File: src/rtl/disp_ctrl_pkg.sv
// Shared register addresses, bit positions and event type for the
// display run/stop controller.
package disp_ctrl_pkg;
    localparam int PKG_ADDR_W = 12;
    localparam int ST_W       = 8;

    localparam logic [PKG_ADDR_W-1:0] A_CTRL    = 12'h004;
    localparam logic [PKG_ADDR_W-1:0] A_MODE    = 12'h008;
    localparam logic [PKG_ADDR_W-1:0] A_SHADOW  = 12'h030;
    localparam logic [PKG_ADDR_W-1:0] A_INT_EN  = 12'h1E0;
    localparam logic [PKG_ADDR_W-1:0] A_INT_CLR = 12'h1E4;
    localparam logic [PKG_ADDR_W-1:0] A_TE_CTRL = 12'h1F0;

    localparam int B_START  = 0;
    localparam int B_STOP   = 1;
    localparam int B_UPDATE = 2;
    localparam int B_CMD    = 0;
    localparam int B_TE_EN  = 8;
    localparam int B_TE_PAD = 10;

    localparam int EV_DONE  = 0;
    localparam int EV_TE    = 1;
    localparam int EV_ERR   = 2;
    localparam int EV_UPD   = 4;
    localparam int EV_VSYNC = 5;

    localparam logic [ST_W-1:0] ST_VALID = 8'h37;

    typedef struct packed {
        logic done;
        logic te;
        logic upd;
        logic vsync;
    } seq_evt_t;
endpackage

File: src/rtl/disp_reg_if.sv
// Register write decoder. It turns write strobes into one-cycle action
// pulses and holds the mode, tearing-effect setup, interrupt enable and
// staged configuration. Assumes writes are single-cycle strobes.
module disp_reg_if
    import disp_ctrl_pkg::*;
#(
    parameter int ADDR_W = 12,
    parameter int CFG_W  = 16
) (
    input  logic              clk,
    input  logic              rst_n,
    input  logic              wr_en,
    input  logic [ADDR_W-1:0] wr_addr,
    input  logic [31:0]       wr_data,
    output logic              start_wr,
    output logic              stop_wr,
    output logic              upd_wr,
    output logic [ST_W-1:0]   clr_mask,
    output logic              cmd_mode,
    output logic              te_en,
    output logic              te_pad_sel,
    output logic [ST_W-1:0]   int_en,
    output logic [CFG_W-1:0]  shadow_cfg
);
    logic hit_ctrl;
    logic hit_clr;
    logic unused_wr_bits;

    assign unused_wr_bits = ^wr_data;

    // Decode the action pulses of the current write
    always_comb begin
        hit_ctrl = wr_en && (wr_addr == ADDR_W'(A_CTRL));
        hit_clr  = wr_en && (wr_addr == ADDR_W'(A_INT_CLR));
        start_wr = hit_ctrl && wr_data[B_START];
        stop_wr  = hit_ctrl && wr_data[B_STOP];
        upd_wr   = hit_ctrl && wr_data[B_UPDATE];
        clr_mask = hit_clr ? wr_data[ST_W-1:0] : '0;
    end

    // Hold the configuration registers written by software
    always_ff @(posedge clk) begin
        if (!rst_n) begin
            cmd_mode   <= 1'b0;
            te_en      <= 1'b0;
            te_pad_sel <= 1'b0;
            int_en     <= '0;
            shadow_cfg <= '0;
        end else if (wr_en) begin
            if (wr_addr == ADDR_W'(A_MODE))    cmd_mode <= wr_data[B_CMD];
            if (wr_addr == ADDR_W'(A_TE_CTRL)) begin
                te_en      <= wr_data[B_TE_EN];
                te_pad_sel <= wr_data[B_TE_PAD];
            end
            if (wr_addr == ADDR_W'(A_INT_EN))  int_en <= wr_data[ST_W-1:0] & ST_VALID;
            if (wr_addr == ADDR_W'(A_SHADOW))  shadow_cfg <= wr_data[CFG_W-1:0];
        end
    end
endmodule

File: src/rtl/disp_seq.sv
// Run/stop sequencer. It tracks the running and frame-busy state and
// moves the staged configuration into the active one. In video mode this
// happens at a frame end after an update request; in command mode it
// happens on start. It emits one-cycle event pulses. Assumes the mode is
// changed only while stopped.
module disp_seq
    import disp_ctrl_pkg::*;
#(
    parameter int CFG_W = 16
) (
    input  logic             clk,
    input  logic             rst_n,
    input  logic             cmd_mode,
    input  logic             te_en,
    input  logic             te_pad_sel,
    input  logic             te_pad,
    input  logic             te_int,
    input  logic             frame_end,
    input  logic             start_wr,
    input  logic             stop_wr,
    input  logic             upd_wr,
    input  logic [CFG_W-1:0] shadow_cfg,
    output logic [CFG_W-1:0] active_cfg,
    output logic             running,
    output logic             frame_busy,
    output seq_evt_t         evt
);
    logic             running_q, busy_q, upd_pend_q, stop_pend_q, te_q;
    logic [CFG_W-1:0] active_q;
    logic             te_src, te_rise, run_start;

    // Select the tearing-effect source and find its enabled rising edge
    always_comb begin
        te_src    = te_pad_sel ? te_pad : te_int;
        te_rise   = te_en && te_src && !te_q;
        run_start = start_wr && !running_q;
    end

    // Form the event pulses from the present state and inputs
    always_comb begin
        evt.te    = te_rise;
        evt.vsync = running_q && !cmd_mode && frame_end;
        evt.upd   = running_q && !cmd_mode && frame_end && upd_pend_q;
        evt.done  = running_q && frame_end && (cmd_mode ? busy_q : stop_pend_q);
    end

    // Advance the run/stop state and commit the staged configuration
    always_ff @(posedge clk) begin
        if (!rst_n) begin
            running_q   <= 1'b0;
            busy_q      <= 1'b0;
            upd_pend_q  <= 1'b0;
            stop_pend_q <= 1'b0;
            te_q        <= 1'b0;
            active_q    <= '0;
        end else begin
            te_q <= te_src;
            if (run_start) begin
                running_q   <= 1'b1;
                active_q    <= shadow_cfg;
                busy_q      <= 1'b0;
                upd_pend_q  <= 1'b0;
                stop_pend_q <= 1'b0;
            end else if (running_q && cmd_mode) begin
                if (!busy_q && te_rise) begin
                    busy_q <= 1'b1;
                end else if (busy_q && frame_end) begin
                    busy_q    <= 1'b0;
                    running_q <= 1'b0;
                end
            end else if (running_q) begin
                if (frame_end && upd_pend_q) begin
                    active_q   <= shadow_cfg;
                    upd_pend_q <= 1'b0;
                end
                if (frame_end && stop_pend_q) begin
                    running_q   <= 1'b0;
                    stop_pend_q <= 1'b0;
                end
                if (upd_wr)  upd_pend_q  <= 1'b1;
                if (stop_wr) stop_pend_q <= 1'b1;
            end else if (upd_wr && !cmd_mode) begin
                active_q <= shadow_cfg;
            end
        end
    end

    assign active_cfg = active_q;
    assign running    = running_q;
    assign frame_busy = busy_q;
endmodule

File: src/rtl/disp_irq.sv
// Interrupt status register. Events set status bits whatever the enable
// mask holds, a write-one-to-clear mask clears them, and an event beats a
// clear of the same bit in the same cycle. The request is status AND
// enable, reduced by OR.
module disp_irq
    import disp_ctrl_pkg::*;
(
    input  logic            clk,
    input  logic            rst_n,
    input  seq_evt_t        evt,
    input  logic            err_in,
    input  logic [ST_W-1:0] clr_mask,
    input  logic [ST_W-1:0] int_en,
    output logic [ST_W-1:0] status,
    output logic            irq
);
    logic [ST_W-1:0] set_vec;
    logic [ST_W-1:0] status_q;

    // Place each event on its status bit position
    always_comb begin
        set_vec           = '0;
        set_vec[EV_DONE]  = evt.done;
        set_vec[EV_TE]    = evt.te;
        set_vec[EV_ERR]   = err_in;
        set_vec[EV_UPD]   = evt.upd;
        set_vec[EV_VSYNC] = evt.vsync;
    end

    // Clear the masked bits, then set the new events
    always_ff @(posedge clk) begin
        if (!rst_n) status_q <= '0;
        else        status_q <= ((status_q & ~clr_mask) | set_vec) & ST_VALID;
    end

    assign status = status_q;
    assign irq    = |(status_q & int_en);
endmodule

File: src/rtl/disp_run_ctrl.sv
// Display run/stop and shadow-update controller, top level. It joins the
// register decoder, the run/stop sequencer and the interrupt status logic.
// Assumes all inputs are synchronous to clk.
module disp_run_ctrl
    import disp_ctrl_pkg::*;
#(
    parameter int ADDR_W = 12,
    parameter int CFG_W  = 16
) (
    input  logic              clk,
    input  logic              rst_n,
    input  logic              wr_en,
    input  logic [ADDR_W-1:0] wr_addr,
    input  logic [31:0]       wr_data,
    input  logic              frame_end,
    input  logic              te_int,
    input  logic              te_pad,
    input  logic              underflow,
    output logic [CFG_W-1:0]  active_cfg,
    output logic              running,
    output logic              frame_busy,
    output logic [7:0]        irq_status,
    output logic              irq
);
    logic             start_wr, stop_wr, upd_wr;
    logic [ST_W-1:0]  clr_mask, int_en;
    logic             cmd_mode, te_en, te_pad_sel;
    logic [CFG_W-1:0] shadow_cfg;
    seq_evt_t         evt;

    disp_reg_if #(.ADDR_W(ADDR_W), .CFG_W(CFG_W)) regs_i (
        .clk(clk), .rst_n(rst_n), .wr_en(wr_en), .wr_addr(wr_addr),
        .wr_data(wr_data), .start_wr(start_wr), .stop_wr(stop_wr),
        .upd_wr(upd_wr), .clr_mask(clr_mask), .cmd_mode(cmd_mode),
        .te_en(te_en), .te_pad_sel(te_pad_sel), .int_en(int_en),
        .shadow_cfg(shadow_cfg)
    );

    disp_seq #(.CFG_W(CFG_W)) seq_i (
        .clk(clk), .rst_n(rst_n), .cmd_mode(cmd_mode), .te_en(te_en),
        .te_pad_sel(te_pad_sel), .te_pad(te_pad), .te_int(te_int),
        .frame_end(frame_end), .start_wr(start_wr), .stop_wr(stop_wr),
        .upd_wr(upd_wr), .shadow_cfg(shadow_cfg), .active_cfg(active_cfg),
        .running(running), .frame_busy(frame_busy), .evt(evt)
    );

    disp_irq irq_i (
        .clk(clk), .rst_n(rst_n), .evt(evt), .err_in(underflow),
        .clr_mask(clr_mask), .int_en(int_en), .status(irq_status), .irq(irq)
    );
endmodule

File: config.mk
export PLATFORM = sky130hd
export DESIGN_NAME = disp_run_ctrl
export DESIGN_NICKNAME = d
export VERILOG_FILES = /design/src/rtl/disp_ctrl_pkg.sv /design/src/rtl/disp_reg_if.sv /design/src/rtl/disp_seq.sv /design/src/rtl/disp_irq.sv /design/src/rtl/disp_run_ctrl.sv
export SDC_FILE = /design/constraint.sdc
export NUM_CORES = 1
export LEC_CHECK = 0
export BUFFER_PORTS_ARGS = -buffer_cell sky130_fd_sc_hd__buf_2
export CAP_MARGIN = 20
export CORE_MARGIN = 2
export CORE_UTILIZATION = 30
export DETAILED_ROUTE_END_ITERATION = 10
export PLACE_DENSITY = 0.6
export SYNTH_ARGS = -nofsm -noshare
export SYNTH_HDL_FRONTEND = slang
export SYNTH_SLANG_ARGS = --single-unit
File: constraint.sdc
create_clock -name clk -period 1.55 [get_ports clk]
set_input_delay 0.0775 -clock clk [delete_from_list [all_inputs] [get_ports clk]]
set_output_delay 0.0775 -clock clk [all_outputs]
set_load 0.02 [all_outputs]
==> impl_results.md <==
* Status: finished clean
* Async S/R FF share, synth at 0
* CTS tree: built
* Synth Instances at 246
* Final hold vios at 0
* Die width at 90.8 um
* Vias per Instance at 5.06
* First-pass GRT wire length at 9.62 mm
* Startpoint Class: input pin
* FP Rows at 31
* PwrDens at 887 nW/um^2
* Drt pass-1 iters at 4
* FILL cells at 783
* DRC at 0
* Clock transition at path regs at 0.09 ns
* Placed insts at 396
* Initial Utilization at 0.310
* Drt total wl at 5.71 mm
* Seq cells post-synth at 50
* Worst Reg-to-Reg Cells at 3
* Antenna diodes at 0
* Slew headroom at 0.670
* Synth Cell Area at 2260 um^2
* Min cycle time layout at 1.39 ns
* Net count, final at 355
* Max Freq at 719 MHz
* PostCTS Resize Cnt at 0
* Design area at 2870 um^2
* Syn avg cell area at 9.20 um^2
* Layout area overhead at 26.8%
* Period utilization at 0.898
* Initial DRC count at 131
* Gpl congestion at 0.822
* CORE AREA at 7290 um^2
* Number of distinct library cells after synthesis at 38
* Congestion Overflow GR at 0
* Chip height at 90.8 um
* Register area share after synthesis at 0.442
* Total CTS buffers at 5
* Main synth FF type: dfxtp_1
* Warning count from the yosys run at 0
* Hold path depth at 3
* Root Buffer: clkbuf_8
* Max-slew violation count at 0
* Clk sinks at 50
* Largest fanout on the critical path at 5
* Share of cells above drive strength 1 at 0.282
* Setup violators final at 0
* Critical Path Source: wr_addr[1]
* Worst R2R Start: seq_i.running$_SDFFE_PN0P_
* Clk_lat worst skew at 0.31 ns
* Slew @ Worst Pin at 0.491 ns
* Global Route Usage Sum at 0.143
* DP Area at 2730 um^2
* Total chip power at 2.55 mW
* RSZ-0062 raised after global routing: false
* Worst Skew at 0.0100 ns
* Port buffer count at 58
* HPWL after DPL at 4.15 mm
* CP endpoint: regs_i.int_en[4]$_SDFFE_PN0P_
* Wire per inst at 14.1 um
* Max-Cap Viols at 0
* Non-filler instance count after layout at 404
* WS Path Type: input pin to flop
* Initial antenna violation count at 0
* Post-synth EDFFs at 0
* ANT nets after route at 0
* CTS Buffer Depth at 2
* Via count at 2045
* Die footprint at 8250 um^2
* # Post-CTS Setup Buffers at 0
* Critical Path RT at 1.75 ns
* Min-delay worst type: input pin to flop
* Io pins at 78
* H-tree lvl count at 2
* Number of global-route vias before repair at 1968
* CP arrival at 1.59 ns
* Reg-to-Reg End: irq_i.status[5]$_SDFF_PN0_
* Largest net degree at the start of global routing at 56
* CTS Hold Bufs at 0
* Critical Path Sink Type: flop
* Worst IR Drop VDD at 0.000380 V
* R2R Setup Slk at 0.29 ns
* Lkg Pwr at 1.31 nW
[report_power, final]
part	internal (mW)	total, mW	switching, mW
Clock	0.646	1.09	0.446
Combinational	0.0613	0.165	0.104
Sequential	1.29	1.29	0.00163
Total	1.99	2.55	0.552
[Yosys cell counts, types with 3 or more instances]
cell type	instances	share of area
a21oi_1	4	0.0088
a31oi_1	3	0.0083
o21ai_0	3	0.0066
o2111ai_1	16	0.062
nand2_1	8	0.013
dfxtp_1	50	0.44
clkbuf_1	15	0.025
mux2i_1	26	0.12
nand4_1	18	0.050
nor3_1	4	0.0088
buf_4	3	0.010
nand3_1	35	0.077
nor2_1	26	0.043
[final cells by class]
cell class	count	area [um^2]	share of cell area
multi-input cells	172	1150	0.401
flip-flops and latches	50	1000	0.349
repair buffers	72	445	0.155
well taps	99	124	0.0432
clock buffers	5	68.8	0.0240
clock inverters	3	68.8	0.0240
inverters	3	11.3	0.00392
[through the flow]
stage          setup WS (ns)   util  hold slack (ns)  TNS, ns
4_1_cts                0.151  0.393         0.000392        0
5_1_grt                0.102  0.393          0.00152        0
6_report               0.158  0.393          0.00388        0
3_5_place_dp          -0.166  0.375            0.317    -1.54
2_1_floorplan         0.0154      -            0.179        0
3_3_place_gp          -0.150  0.375            0.314    -1.34
[kinds of logic after synthesis]
family / after synthesis / synth area share
simple gates: 108 / 0.270
flops: 50 / 0.442
compound gates: 35 / 0.118
mux: 26 / 0.115
buf+inv: 26 / 0.0525
other cells: 1 / 0.00166
[worst min-delay path by stage]
| stage | startpoint | to | slack (ns) |
|---|---|---|---|
| global placement | wr_data[14] | regs_i.shadow_cfg[14]$_SDFFE_PN0P_ | 0.31 |
| global route | wr_data[13] | regs_i.shadow_cfg[13]$_SDFFE_PN0P_ | 0.002 |
| floorplan | wr_data[2] | irq_i.status[2]$_SDFF_PN0_ | 0.18 |
| finish | wr_data[11] | regs_i.shadow_cfg[11]$_SDFFE_PN0P_ | 0.004 |
| detailed placement | wr_data[11] | regs_i.shadow_cfg[11]$_SDFFE_PN0P_ | 0.32 |
| CTS | wr_data[11] | regs_i.shadow_cfg[11]$_SDFFE_PN0P_ | 0.0004 |
[cells in the final DEF (no fill, tap or decap), types with 3 or more instances in the layout]
master and n:
nand4_1 18, nand2_1 8, clkbuf_8 5, o21ai_0 3, conb_1 3, buf_2 58
nor3_1 4, buf_12 4, mux2i_1 26, buf_4 10, nor2_1 26, o2111ai_1 16
a21oi_1 4, a31oi_1 3, nand3_1 35, dfxtp_1 50
[state kept, by name, summed over array words and instances, names as in the netlist]
register / cells
regs_i.te_en: 1
regs_i.te_pad_sel: 1
seq_i.upd_pend_q: 1
seq_i.stop_pend_q: 1
seq_i.te_q: 1
regs_i.int_en: 5
regs_i.cmd_mode: 1
irq_i.status: 5
seq_i.active_cfg: 16
seq_i.running: 1
regs_i.shadow_cfg: 16
seq_i.frame_busy: 1
[layer usage]
layer  global-route usage  vias to the layer above  share of wire
met4               0.0492                        0          0.017
met5                    0                        -              0
met3               0.0301                        7          0.040
li1                     -                     1039              -
met2                0.236                       47           0.47
met1                0.186                      952           0.47
[worst max-delay path: stages]
cell and delay (ns):
buf_2 0.10, or4b_4 0.57, buf_12 0.15, nor4_4 0.24
buf_4 0.19, mux2i_1 0.19, nor2_1 0.06
No activity file was read; power rests on OpenSTA's default activity.
